===== src/rtl/bp_pkg.sv =====
package bp_pkg;

    typedef enum logic [1:0] {
        CTR_SNT = 2'b00,
        CTR_WNT = 2'b01,
        CTR_WT  = 2'b10,
        CTR_ST  = 2'b11
    } ctr_e;

    // saturating step of a two-bit hysteresis counter
    function automatic logic [1:0] ctr_step(input logic [1:0] cur, input logic taken);
        logic [1:0] nxt;
        if (taken) nxt = (cur == CTR_ST)  ? cur : cur + 2'd1;
        else       nxt = (cur == CTR_SNT) ? cur : cur - 2'd1;
        return nxt;
    endfunction

endpackage


===== src/rtl/bp_dir_table.sv =====
module bp_dir_table #(
    parameter int ENTRIES = 16,
    localparam int IDX_W = $clog2(ENTRIES)
) (
    input  logic             clk,
    input  logic             rst_n,
    input  logic [IDX_W-1:0] rd_idx,
    output logic             rd_taken,
    input  logic             wr_en,
    input  logic [IDX_W-1:0] wr_idx,
    input  logic             wr_taken
);
    typedef struct packed {
        logic [ENTRIES-1:0][1:0] ctr;
    } dir_state_t;

    dir_state_t st_d, st_q;

    always_comb begin
        st_d = st_q;
        if (wr_en) begin
            st_d.ctr[wr_idx] = bp_pkg::ctr_step(st_q.ctr[wr_idx], wr_taken);
        end
    end

    always_ff @(posedge clk or negedge rst_n) begin
        if (!rst_n) begin
            for (int i = 0; i < ENTRIES; i++) begin
                st_q.ctr[i] <= bp_pkg::CTR_WNT;
            end
        end else begin
            st_q <= st_d;
        end
    end

    // upper counter bit carries the direction
    assign rd_taken = st_q.ctr[rd_idx][1];

endmodule


===== src/rtl/bp_target_buf.sv =====
module bp_target_buf #(
    parameter int ADDR_W  = 32,
    parameter int ENTRIES = 8,
    localparam int IDX_W = $clog2(ENTRIES),
    localparam int TAG_W = ADDR_W - 2 - IDX_W
) (
    input  logic              clk,
    input  logic              rst_n,
    input  logic [IDX_W-1:0]  rd_idx,
    input  logic [TAG_W-1:0]  rd_tag,
    output logic              rd_hit,
    output logic [ADDR_W-1:0] rd_target,
    input  logic              wr_en,
    input  logic [IDX_W-1:0]  wr_idx,
    input  logic [TAG_W-1:0]  wr_tag,
    input  logic [ADDR_W-1:0] wr_target
);
    typedef struct packed {
        logic [ENTRIES-1:0]             vld;
        logic [ENTRIES-1:0][TAG_W-1:0]  tag;
        logic [ENTRIES-1:0][ADDR_W-1:0] tgt;
    } tgt_state_t;

    tgt_state_t st_d, st_q;

    always_comb begin
        st_d = st_q;
        if (wr_en) begin
            st_d.vld[wr_idx] = 1'b1;
            st_d.tag[wr_idx] = wr_tag;
            st_d.tgt[wr_idx] = wr_target;
        end
    end

    always_ff @(posedge clk or negedge rst_n) begin
        if (!rst_n) st_q <= '0;
        else        st_q <= st_d;
    end

    assign rd_hit    = st_q.vld[rd_idx] && (st_q.tag[rd_idx] == rd_tag);
    assign rd_target = st_q.tgt[rd_idx];

endmodule


===== src/rtl/bp_resolve_check.sv =====
module bp_resolve_check #(
    parameter int ADDR_W = 32
) (
    input  logic              upd_valid,
    input  logic              upd_taken,
    input  logic [ADDR_W-1:0] upd_target,
    input  logic              upd_pred_taken,
    input  logic [ADDR_W-1:0] upd_pred_target,
    output logic              mispredict
);
    logic dir_wrong;
    logic tgt_wrong;

    always_comb begin
        dir_wrong  = upd_taken != upd_pred_taken;
        tgt_wrong  = upd_taken && upd_pred_taken && (upd_target != upd_pred_target);
        mispredict = upd_valid && (dir_wrong || tgt_wrong);
    end

endmodule


===== src/rtl/bpred_top.sv =====
module bpred_top #(
    parameter int ADDR_W      = 32,
    parameter int DIR_ENTRIES = 16,
    parameter int TGT_ENTRIES = 8
) (
    input  logic              clk,
    input  logic              rst_n,
    input  logic [ADDR_W-1:0] fetch_pc,
    output logic              pred_taken,
    output logic [ADDR_W-1:0] pred_npc,
    input  logic              upd_valid,
    input  logic [ADDR_W-1:0] upd_pc,
    input  logic              upd_taken,
    input  logic [ADDR_W-1:0] upd_target,
    input  logic              upd_pred_taken,
    input  logic [ADDR_W-1:0] upd_pred_target,
    output logic              mispredict
);
    localparam int DIR_W = $clog2(DIR_ENTRIES);
    localparam int TGT_W = $clog2(TGT_ENTRIES);
    localparam int TAG_W = ADDR_W - 2 - TGT_W;

    logic              dir_taken;
    logic              tgt_hit;
    logic [ADDR_W-1:0] tgt_addr;
    logic [1:0]        unused_low_bits;

    assign unused_low_bits = upd_pc[1:0];

    bp_dir_table #(.ENTRIES(DIR_ENTRIES)) u_dir (
        .clk      (clk),
        .rst_n    (rst_n),
        .rd_idx   (fetch_pc[DIR_W+1:2]),
        .rd_taken (dir_taken),
        .wr_en    (upd_valid),
        .wr_idx   (upd_pc[DIR_W+1:2]),
        .wr_taken (upd_taken)
    );

    bp_target_buf #(.ADDR_W(ADDR_W), .ENTRIES(TGT_ENTRIES)) u_tgt (
        .clk       (clk),
        .rst_n     (rst_n),
        .rd_idx    (fetch_pc[TGT_W+1:2]),
        .rd_tag    (fetch_pc[ADDR_W-1:TGT_W+2]),
        .rd_hit    (tgt_hit),
        .rd_target (tgt_addr),
        .wr_en     (upd_valid && upd_taken),
        .wr_idx    (upd_pc[TGT_W+1:2]),
        .wr_tag    (upd_pc[ADDR_W-1:TGT_W+2]),
        .wr_target (upd_target)
    );

    bp_resolve_check #(.ADDR_W(ADDR_W)) u_res (
        .upd_valid       (upd_valid),
        .upd_taken       (upd_taken),
        .upd_target      (upd_target),
        .upd_pred_taken  (upd_pred_taken),
        .upd_pred_target (upd_pred_target),
        .mispredict      (mispredict)
    );

    // a taken guess needs both a leaning counter and a tagged target
    always_comb begin
        pred_taken = dir_taken && tgt_hit;
        pred_npc   = pred_taken ? tgt_addr : fetch_pc + ADDR_W'(4);
    end

endmodule


===== config.mk =====
export PLATFORM = sky130hd
export DESIGN_NAME = bpred_top
export DESIGN_NICKNAME = d
export VERILOG_FILES = /design/src/rtl/bp_pkg.sv /design/src/rtl/bp_dir_table.sv /design/src/rtl/bp_target_buf.sv /design/src/rtl/bp_resolve_check.sv /design/src/rtl/bpred_top.sv
export SDC_FILE = /design/constraint.sdc
export NUM_CORES = 1
export LEC_CHECK = 0
export BUFFER_PORTS_ARGS = -buffer_cell sky130_fd_sc_hd__buf_2
export CORE_MARGIN = 10
export CORE_UTILIZATION = 45
export CTS_CLUSTER_SIZE = 14
export DETAILED_ROUTE_END_ITERATION = 7
export GPL_ROUTABILITY_DRIVEN = 1
export PLACE_DENSITY_LB_ADDON = 0.25
export SLEW_MARGIN = 20
export SYNTH_ARGS = -nofsm -noshare
export SYNTH_HDL_FRONTEND = slang
export SYNTH_SLANG_ARGS = --single-unit

===== constraint.sdc =====
create_clock -name clk -period 3.7 [get_ports clk]
set_input_delay 0.37 -clock clk [delete_from_list [all_inputs] [get_ports clk]]
set_output_delay 0.37 -clock clk [all_outputs]
set_load 0.005 [all_outputs]

=== Word level (Yosys, flattened, before mapping) ===
Cells that the tools add are included.

* Flip-flop bits (word level): 512
* Latch bits: 0
* RAM bits: 0
* Bits in read-only memories: 0
* Bits of input ports: 133
* Output and inout port bits: 34
* Word-level logic and storage cells: 83
* Memories: 0

* Add/subtract/negate cells: 3
* Multipliers: 0
* Div/mod/pow operators: 0
* Order comparisons: 6
* Equality and inequality tests: 4
* Shift operators: 0
* Multiplexer cells: 26
* Bitwise gates (word level): 1
* Reduce and logical (&&, ||, !) cells: 10

{| class="wikitable"
|+ Operators with widths
! kind !! count
|-
| $bwmux W256 || 1
|-
| $bwmux W216 || 1
|-
| $bmux W32 S3 || 1
|-
| $demux W32 S3 || 1
|-
| $mux W32 || 3
|-
| $bmux W27 S3 || 1
|-
| $demux W27 S3 || 1
|-
| $mux W27 || 2
|-
| $add A32 B3 Y32 const B || 1
|-
| $bwmux W32 || 1
|-
| $ne A32 B32 Y1 || 1
|-
| $eq A27 B27 Y1 || 1
|-
| $bmux W2 S4 || 2
|-
| $mux W2 || 7
|-
| $lt A4 B5 Y1 const B || 2
|-
| $demux W2 S4 || 1
|-
| $logic_and A1 B1 Y1 || 8
|-
| $lt A3 B4 Y1 const B || 2
|-
| $or A8 B8 Y8 || 1
|-
| $ge A4 B1 Y1 const B || 1
|-
| $bmux W1 S3 || 1
|-
| $demux W1 S3 || 1
|-
| $ge A3 B1 Y1 const B || 1
|-
| $add A2 B1 Y2 const B || 1
|-
| other kinds (6) || 7
|}

=== Depth between registers and ports, before layout ===
Gate-level depths: netlist (run 1).

* Depth after elaboration: 7
* Depth in mapped cells: 13
* Gate-level depth less buffers: 9

=== By module ===
A second synthesis (run 1) with hierarchy kept.

* Cell total of the unflattened synthesis: 1705
* Area, all modules: 24796.3 µm²

{| class="wikitable"
|+ By module, submodules not included
! module !! times used !! cells each !! area each (µm²) !! sequential area each (µm²)
|-
| bp_target_buf || 1 || 1353 || 21672.0 || 12011.5
|-
| bp_dir_table || 1 || 128 || 1725.4 || 820.8
|-
| bpred_top || 1 || 178 || 1028.5 || 0.0
|-
| bp_resolve_check || 1 || 46 || 370.4 || 0.0
|}

=== Worst setup path before layout (run 1) ===
Ideal clock, no wire load.

* Kind: input to output
* From: in fetch_pc[3]
* To: out pred_npc[5]
* Data arrival time: 3.161 ns
* Required time: 3.330 ns
* Path slack: 0.169 ns
* Stages: 12
* Path buffers: 3
* Cells stage by stage: buf_2 -> clkbuf_1 -> mux4_2 -> mux2i_1 -> xnor2_1 -> nor4_1 -> nand4_1 -> or4b_1 -> buf_2 -> inv_2 -> mux2_1 -> a211oi_2

* Cells in the longest elaborated chain, start to end: 6
* Elaborated cells on any way between the ends: 13
* Those cells by class: 1 x add/sub; 1 x eq/ne; 9 x mux; 2 x reduce/logical

{| class="wikitable"
|+ RTL lines
! element !! line !! source
|-
| start, declared || bpred_top.sv:8 || <nowiki>input logic [ADDR_W-1:0] fetch_pc,</nowiki>
|-
| $bmux W27 S3 || bp_target_buf.sv:40 || <nowiki>assign rd_hit = st_q.vld[rd_idx] && (st_q.tag[rd_idx] == rd_tag);</nowiki>
|-
| $mux W27 (not written as such) || bp_target_buf.sv:40 ||
|-
| $eq A27 B27 Y1 || bp_target_buf.sv:40 ||
|-
| $logic_and A1 B1 Y1 || bp_target_buf.sv:40 ||
|-
| $logic_and A1 B1 Y1 (*) || bpred_top.sv:64 || <nowiki>pred_taken = dir_taken && tgt_hit;</nowiki>
|-
| named net pred_taken || bpred_top.sv:9 || <nowiki>output logic pred_taken,</nowiki>
|-
| $mux W32 (*) || bpred_top.sv:65 || <nowiki>pred_npc = pred_taken ? tgt_addr : fetch_pc + ADDR_W'(4);</nowiki>
|-
| end, declared || bpred_top.sv:10 || <nowiki>output logic [ADDR_W-1:0] pred_npc,</nowiki>
|}

The timed path passes the listed nets; every way through them passes the cells marked *. The select of a mux whose other input is x is not followed.

=== Final worst setup path (run 1) ===
* From: reg u_tgt.st_q[448] in the netlist's numbering
* To: out pred_npc[20]

* Cells in the longest elaborated chain, start to end: 6

{| class="wikitable"
|+ RTL lines
! element !! line !! source
|-
| start, declared || bp_target_buf.sv:24 || <nowiki>tgt_state_t st_d, st_q;</nowiki>
|-
| start signal, assigned || bp_target_buf.sv:37 || <nowiki>else st_q <= st_d;</nowiki>
|-
| $bmux W27 S3 || bp_target_buf.sv:40 ||
|-
| $mux W27 (not written as such) || bp_target_buf.sv:40 ||
|-
| $eq A27 B27 Y1 || bp_target_buf.sv:40 ||
|-
| $logic_and A1 B1 Y1 || bp_target_buf.sv:40 ||
|-
| $logic_and A1 B1 Y1 || bpred_top.sv:64 ||
|-
| $mux W32 || bpred_top.sv:65 ||
|}

No other way between the ends. The select of a mux whose other input is x is not followed.

==> reports/summary.json, run 1 <==
{
  "status": "finished with violations",
  "failed_checks": "setup timing",
  "switch_pwr_mw": 4.23,
  "numCtsBuffers": 53,
  "clockBufferDepth": 3,
  "rr_endpoint": "u_dir.st_q[29]",
  "power.sequential.fraction_pct": 46.2,
  "wl_met3_mm": 3.78,
  "setup_slack_ns": -0.542,
  "cts.sink_count": 512,
  "floorplan.io_pins": 167,
  "final_area_um2": 29000,
  "min-delay-start": "upd_pc[6]",
  "initial_utilization_pct": 45.7,
  "wirelength_per_cell_um": 26.1,
  "kind_of_critical_path": "reg2out",
  "r2r-start": "u_dir.st_q[31]",
  "timing.clock.skew_ns": 0.00517,
  "crit_required_ns": 3.33,
  "place.gp.congestion": 0.824,
  "route.vias.total": 14900,
  "tritoncts_clock_tree": "built",
  "mappedNetlistNets": 1779,
  "path_clk_slew_ns": 0.06,
  "reg2regPathDepth": 4,
  "gr-total-overflow": 0,
  "initialDrtViolationCount": 1026,
  "hold_path.class": "in2reg",
  "setup_viol": 32,
  "timing.slew.headroom_pct": 51.2,
  "drt_wl_total_mm": 67.3,
  "power.share.clock_pct": 34.0,
  "worst_setup_path_start_kind": "flip-flop",
  "design.die.area_um2": 64600,
  "syn-mean-instance-area_um2": 15.0,
  "routed_wire_length_on_met2_mm": 32.0,
  "layout.cells.non_filler": 2573,
  "sequential_element_share_of_the_synthesized_area_pct": 52.0,
  "placement.io_buffers": 164,
  "netlist_area_before_placement_um2": 24700,
  "post-dp-hpwl_mm": 44.2,
  "clk-insertion-delay-late_ns": 0.60,
  "worst_path_max_delay_cell": "or4_4",
  "fraction_of_final_layout_cells_sized_beyond_drive_strength_1_pct": 57.4,
  "area_growth_syn_to_layout_pct": 17.6,
  "pre_cts_ws_ns": -0.741,
  "total_number_of_cells_along_the_worst_setup_path": 12,
  "max_slew_violations": 0,
  "worst-path-buf-inv": 4,
  "critical_path_cell_by_cell": "mux4_2 -> mux2i_4 -> xnor2_1 -> nor4_2 -> nand4_1 -> buf_4 -> or4_4 -> buf_6 -> buf_12 -> a211oi_4 -> a21oi_2 -> buf_2",
  "worstMarginPinSlew_ns": 0.732,
  "cts_max_level": 2,
  "min_delay_path_depth": 2,
  "critical_path_endpoint_category": "primary output",
  "synth.yosys.warnings": 0,
  "root_buffer": "clkbuf_16",
  "timing.reg2reg.setup_slack_ns": 1.30,
  "detailedRoute.firstPassIterationCount": 5,
  "postSynth.asyncResetShare_pct": 100,
  "pin_count_of_the_biggest_net_entering_global_routing": 98,
  "floorplan.rows": 85,
  "maxcap_violations": 0,
  "hold_path_end": "u_tgt.st_q[257]",
  "ir_worst_vdd_v": 0.000328,
  "synth_seq_cells": 512,
  "via_count_of_the_first_global_routing_pass": 16200,
  "finalCoreUtilization_pct": 53.7,
  "design.core.area_um2": 54000,
  "cellPowerDensity_nw_per_um2": 572,
  "dieHeight_um": 254,
  "critical_path_arrival_ns": 3.87,
  "rsz_0062_raised_after_global_routing": "true",
  "met1Wirelength_mm": 30.1,
  "dieWidth_um": 254,
  "fill_cells": 4425,
  "sw_frac_of_total_pct": 25.5,
  "setup_tns_ns": -15.17,
  "drc_errors": 0,
  "avgViaCountPerCell": 5.79,
  "synth_cell_type_count": 45,
  "intPower_mw": 12.4,
  "critPathTopFamily": "simple AND/OR/NAND/NOR gates",
  "grt_use_total_pct": 21.0,
  "path_max_fanout": 22,
  "synth_flop_cell": "dfrtp_1",
  "slowest_delay_ns": 0.54,
  "hold_ws_ns": 0.106,
  "fin_total_pwr_mw": 16.6,
  "synth-edff-count": 0,
  "detailed_place.area_um2": 26800,
  "final_antenna_violating_net_count": 0,
  "p_leak_nw": 12.3,
  "place_inst": 2462,
  "antenna_violations_before_repair": 9,
  "synth_cells": 1644,
  "dr.max_layer_used": "met5",
  "period_minus_slack_ns": 4.24,
  "fraction_of_power_consumed_by_combinational_cells_pct": 19.9,
  "nNetsFinal": 1963,
  "timing_hold_violations_final": 0,
  "grt_first_pass_wirelength_mm": 103,
  "final_min_period_over_clock_period_pct": 115,
  "achievable-frequency_mhz": 236
}
-- area by class of cell --
type	instances	area (um^2)	area share, %
Antenna cell	5	12.5	0.0431
Clock buffer	81	1630	5.63
Clock inverter	18	221	0.763
Inverter	8	32.5	0.112
Multi-Input combinational cell	988	11500	39.6
Sequential cell	512	12800	44.2
Tap cell	696	871	3.00
Timing Repair Buffer	265	1920	6.62
-- cells by family after synthesis --
family | Yosys count | share of synthesized area [%]
AOI/OAI and AO/OA | 63 | 2.10
xor gates and xnor gates | 84 | 2.98
adders and majority gates | 4 | 0.183
buffers and inverters | 144 | 2.44
DFF | 512 | 52.0
muxes | 674 | 36.7
and+or+nand+nor | 163 | 3.62
-- worst max-delay path by stage --
stage / start / endpoint / slack (ns)
6_report: u_tgt.st_q[448] / pred_npc[20] / -0.54
5_1_grt: u_tgt.st_q[448] / pred_npc[10] / -0.68
4_1_cts: u_tgt.st_q[448] / pred_npc[9] / -0.58
3_5_place_dp: fetch_pc[2] / pred_npc[5] / -0.74
3_3_place_gp: fetch_pc[2] / pred_npc[5] / -0.75
2_1_floorplan: fetch_pc[3] / pred_npc[5] / 0.17
-- layer usage --
layer	track usage [%]	up-vias
met5	0	-
met4	4.96	10
met1	28.7	8046
met2	33.7	338
li1	-	6416
met3	4.84	96
-- registers in the layout, summed over array words and instances (netlist names) --
name and flops:
u_dir.st_q 32, u_tgt.st_q 480
-- power by group through the flow --
stage                     clock [mW]  sequential [mW]  combinational, mW
after floorplan                    0             7.49               2.38
after global placement             0             7.66               3.16
after detailed placement           0             7.74               3.25
after CTS                       5.73             7.65               3.29
after global routing            5.96             7.81               3.57
final                           5.63             7.66               3.30
-- cell usage in the layout, fill, tap and decap left out, types with 3 or more instances in the layout --
master	n
buf_6	9
xnor2_1	61
clkbuf_16	55
buf_4	70
nor2_1	21
mux2_2	506
nand4_1	17
nor2b_1	5
or2_2	6
a21oi_2	5
xor2_1	21
nand2b_1	10
dfrtp_1	496
clkbuf_1	10
nor2_4	6
mux4_2	133
buf_12	22
diode_2	5
a21oi_1	22
buf_2	160
dfstp_2	16
nand3_1	14
and3_1	3
nand3b_1	4
nor4_1	4
mux2i_1	28
mux2i_4	4
a211oi_4	5
inv_1	6
bufinv_16	5
clkbuf_8	17
clkinv_2	11
a211oi_2	20
nand2_1	29
and2_1	26
-- cell usage after synthesis, types with 5 or more instances --
library cell  instances  area share, %
nand2_1              30           0.46
a211oi_2             25            1.3
nor4_1                5           0.13
mux4_2              133             12
buf_6                 5           0.23
buf_1                18           0.27
inv_1                 7           0.11
clkbuf_1             96            1.5
nand4_1              17           0.43
o21ai_0               5           0.10
dfrtp_1             496             50
nand3_1              15           0.30
nor2_1               27           0.41
or2_2                 6           0.15
nand2b_1             10           0.25
and2_1               26           0.66
dfstp_2              16            1.7
nor2b_1               5           0.13
mux2_2              506             23
a21oi_1              28           0.57
xor2_1               22           0.78
buf_2                16           0.32
mux2i_1              34            1.4
xnor2_1              62            2.2
-- repair_timing --
action	CTS	global route
gates resized for setup	30	25
pin swaps	7	4
setup endpoints to repair	33	33
hold buffers	1	0
setup buffers	5	5
hold endpoints to repair	74	0
Power figures use the tool's default switching activity.
==> run 2, diff against run 1 <==
--- a/config.mk
+++ b/config.mk
@@ -7,7 +7,8 @@
 export LEC_CHECK = 0
 export BUFFER_PORTS_ARGS = -buffer_cell sky130_fd_sc_hd__buf_2
 export CORE_MARGIN = 10
-export CORE_UTILIZATION = 45
+export CORE_UTILIZATION = 56
+export CTS_BUF_LIST = sky130_fd_sc_hd__clkbuf_16
 export CTS_CLUSTER_SIZE = 14
 export DETAILED_ROUTE_END_ITERATION = 7
 export GPL_ROUTABILITY_DRIVEN = 1
==> reports/summary.json, run 2 (same netlist as run 1, synthesis figures left out) <==
{
  "grt_first_pass_wirelength": {"value": 98.5, "unit": "mm", "change": "was 103 mm"},
  "top_register": {"value": "u_tgt.st_q", "change": "unchanged"},
  "numCtsBuffers": {"value": 53, "change": "unchanged"},
  "path_max_fanout": {"value": 4, "change": "was 22"},
  "dieHeight": {"value": 230, "unit": "um", "change": "was 254 um"},
  "gr-total-overflow": {"value": 0, "change": "unchanged"},
  "critical_path_arrival": {"value": 3.78, "unit": "ns", "change": "was 3.87 ns"},
  "wirelength_per_cell": {"value": 26.3, "unit": "um", "change": "was 26.1 um"},
  "worst_setup_path_start_kind": {"value": "flip-flop", "change": "unchanged"},
  "post-dp-hpwl": {"value": 43.5, "unit": "mm", "change": "was 44.2 mm"},
  "floorplan.rows": {"value": 76, "change": "was 85"},
  "rsz_0062_raised_after_global_routing": {"value": "true", "change": "unchanged"},
  "mostFrequentLayoutCell": {"value": "mux2_2", "change": "unchanged"},
  "cts.sink_count": {"value": 512, "change": "unchanged"},
  "cts_max_level": {"value": 2, "change": "unchanged"},
  "critical_path_endpoint_category": {"value": "primary output", "change": "unchanged"},
  "timing.clock.skew": {"value": 0.00613, "unit": "ns", "change": "was 0.00517 ns"},
  "via_count_of_the_first_global_routing_pass": {"value": 16000, "change": "was 16,200"},
  "hold_ws": {"value": 0.113, "unit": "ns", "change": "was 0.106 ns"},
  "min-delay-start": {"value": "upd_pc[19]", "change": "was upd_pc[6]"},
  "pre_cts_ws": {"value": -0.311, "unit": "ns", "change": "was -0.741 ns"},
  "root_buffer": {"value": "clkbuf_16", "change": "unchanged"},
  "nNetsFinal": {"value": 1972, "change": "was 1,963"},
  "setup_slack": {"value": -0.452, "unit": "ns", "change": "was -0.542 ns"},
  "tritoncts_clock_tree": {"value": "built", "change": "unchanged"},
  "reg_top3": {"value": "u_tgt.st_q: 480 flops, u_dir.st_q: 32 flops", "change": "unchanged"},
  "r2r-start": {"value": "u_dir.st_q[7]", "change": "was u_dir.st_q[31]"},
  "period_minus_slack": {"value": 4.15, "unit": "ns", "change": "was 4.24 ns"},
  "maxcap_violations": {"value": 0, "change": "unchanged"},
  "drt_wl_total": {"value": 64.7, "unit": "mm", "change": "was 67.3 mm"},
  "clockBufferDepth": {"value": 3, "change": "unchanged"},
  "min_delay_path_depth": {"value": 2, "change": "unchanged"},
  "setup_viol": {"value": 32, "change": "unchanged"},
  "final_min_period_over_clock_period": {"value": 112, "unit": "%", "change": "was 115%"},
  "hold_path_end": {"value": "u_tgt.st_q[459]", "change": "was u_tgt.st_q[257]"},
  "ir_worst_vdd": {"value": 0.000512, "unit": "V", "change": "was 0.000328 V"},
  "hold_path.class": {"value": "in2reg", "change": "unchanged"},
  "p_leak": {"value": 12.3, "unit": "nW", "change": "about the same"},
  "kind_of_critical_path": {"value": "reg2out", "change": "unchanged"},
  "status": {"value": "finished with violations", "change": "unchanged"},
  "timing.reg2reg.setup_slack": {"value": 1.26, "unit": "ns", "change": "was 1.30 ns"},
  "critical_path_cell_by_cell": {"value": "mux4_2 -> mux2i_4 -> xnor2_1 -> nor4_1 -> buf_4 -> nand4_1 -> or4b_4 -> inv_2 -> mux2_4 -> a211oi_2 -> buf_4 -> buf_6", "change": "was mux4_2 -> mux2i_4 -> xnor2_1 -> nor4_2 -> nand4_1 -> buf_4 -> or4_4 -> buf_6 -> buf_12 -> a211oi_4 -> a21oi_2 -> buf_2"},
  "place.gp.congestion": {"value": 0.862, "change": "was 0.824"},
  "initial_utilization": {"value": 56.9, "unit": "%", "change": "was 45.7%"},
  "final_antenna_violating_net_count": {"value": 0, "change": "unchanged"},
  "dieWidth": {"value": 230, "unit": "um", "change": "was 254 um"},
  "finalCoreUtilization": {"value": 66.4, "unit": "%", "change": "was 53.7%"},
  "drc_errors": {"value": 0, "change": "unchanged"},
  "detailedRoute.firstPassIterationCount": {"value": 4, "change": "was 5"},
  "antenna_violations_before_repair": {"value": 9, "change": "unchanged"},
  "pin_count_of_the_biggest_net_entering_global_routing": {"value": 129, "change": "was 98"},
  "design.die.area": {"value": 52900, "unit": "um^2", "change": "was 64,600 um^2"},
  "placement.io_buffers": {"value": 164, "change": "unchanged"},
  "avgViaCountPerCell": {"value": 6.13, "change": "was 5.79"},
  "critical_path.most_common_cell": "buf_4",
  "worstMarginPinSlew": {"value": 0.838, "unit": "ns", "change": "was 0.732 ns"},
  "failed_checks": {"value": "setup timing", "change": "unchanged"},
  "achievable-frequency": {"value": 241, "unit": "MHz", "change": "was 236 MHz"},
  "initialDrtViolationCount": {"value": 1011, "change": "was 1,026"},
  "layout.cells.non_filler": {"value": 2465, "change": "was 2,573"},
  "timing.slew.headroom": {"value": 44.0, "unit": "%", "change": "was 51.2%"},
  "route.vias.total": {"value": 15100, "change": "was 14,900"},
  "grt_use_total": {"value": 24.1, "unit": "%", "change": "was 21.0%"},
  "cellPowerDensity": {"value": 553, "unit": "nW/um^2", "change": "was 572 nW/um^2"},
  "reg2regPathDepth": {"value": 4, "change": "unchanged"},
  "floorplan.io_pins": {"value": 167, "change": "unchanged"},
  "crit_required": {"value": 3.33, "unit": "ns", "change": "about the same"},
  "place_inst": {"value": 2363, "change": "was 2,462"},
  "most-common-layout-cells": {"value": "506 x mux2_2, 496 x dfrtp_1, 159 x buf_2", "change": "was 506 x mux2_2, 496 x dfrtp_1, 160 x buf_2"},
  "max_ffs_per_register": {"value": 480, "change": "unchanged"},
  "fill_cells": {"value": 3161, "change": "was 4,425"},
  "design.core.area": {"value": 43400, "unit": "um^2", "change": "was 54,000 um^2"},
  "fraction_of_final_layout_cells_sized_beyond_drive_strength_1": {"value": 57.0, "unit": "%", "change": "was 57.4%"},
  "timing_hold_violations_final": {"value": 0, "change": "unchanged"},
  "area_growth_syn_to_layout": {"value": 16.7, "unit": "%", "change": "was 17.6%"},
  "path_clk_slew": {"value": 0.06, "unit": "ns", "change": "about the same"},
  "max_slew_violations": {"value": 0, "change": "unchanged"},
  "setup_tns": {"value": -11.57, "unit": "ns", "change": "was -15.17 ns"},
  "slowest_delay": {"value": 0.56, "unit": "ns", "change": "was 0.54 ns"},
  "clk-insertion-delay-late": {"value": 0.59, "unit": "ns", "change": "was 0.60 ns"},
  "worst_path_max_delay_cell": {"value": "or4b_4", "change": "was or4_4"},
  "rr_endpoint": {"value": "u_dir.st_q[29]", "change": "unchanged"}
}
-- run 2: power by group --
group | switching [mW] | leakage [nW] | internal, mW
Sequential | 0.679 | 6.25 | 6.99
Combinational | 1.31 | 5.22 | 1.98
Clock | 2.18 | 0.827 | 2.79
Total | 4.16 | 12.3 | 11.8
-- run 2: worst max path at each step --
stage	slack (ns)	to	cells after the start	startpoint
6_report	-0.45	pred_npc[5]	12	u_tgt.st_q[454]
5_1_grt	-0.61	pred_npc[5]	12	u_tgt.st_q[400]
3_3_place_gp	-0.28	pred_npc[5]	15	fetch_pc[2]
3_5_place_dp	-0.31	pred_npc[17]	12	fetch_pc[2]
4_1_cts	-0.45	pred_npc[5]	12	u_tgt.st_q[396]
2_1_floorplan	0.17	pred_npc[5]	12	fetch_pc[3]
-- run 2: metal layers --
layer	up-vias	GRT usage, %	routed length, um
met5	-	0	63
met4	10	6.66	1510
met3	93	4.57	3940
met2	367	37.9	31000
met1	8198	34.0	28300
li1	6438	-	-
-- run 2: per-stage QoR --
step / power, mW / area [um^2]
3_3_place_gp: 10.8 / 26900
6_report: 15.9 / 28800
2_1_floorplan: 9.87 / 24700
3_5_place_dp: 11.0 / 26900
4_1_cts: 16.0 / 28600
5_1_grt: 16.6 / 28800
-- run 2: critical path: cells and delay by family, from the launching register on --
family	cells	cell delay, ns
AO/OA/AOI/OAI	1	0.15
XOR/XNOR	1	0.09
buffers and inverters	4	0.52
flip-flops	1	0.39
multiplexers	3	0.98
AND/OR/NAND/NOR	3	1.05
-- run 2: area by class of cell --
type	count	area [um^2]	area share, %
multi-input cells	988	11500	40.0
inverters	8	30.0	0.104
clock inverters	41	260	0.904
flip-flops and latches	512	12800	44.6
repair buffers	274	2090	7.26
well taps	585	732	2.54
clock buffers	53	1330	4.61
diodes	4	10.0	0.0348
-- run 2: what timing repair did --
item / 4_1_cts / 5_1_grt
pin swaps: 6 / 6
hold buffers: 1 / 0
endpoints found under the setup margin: 33 / 33
endpoints found under the hold margin: 113 / 0
cloned: 0 / 2
gates resized for setup: 31 / 20
setup buffers: 2 / 4
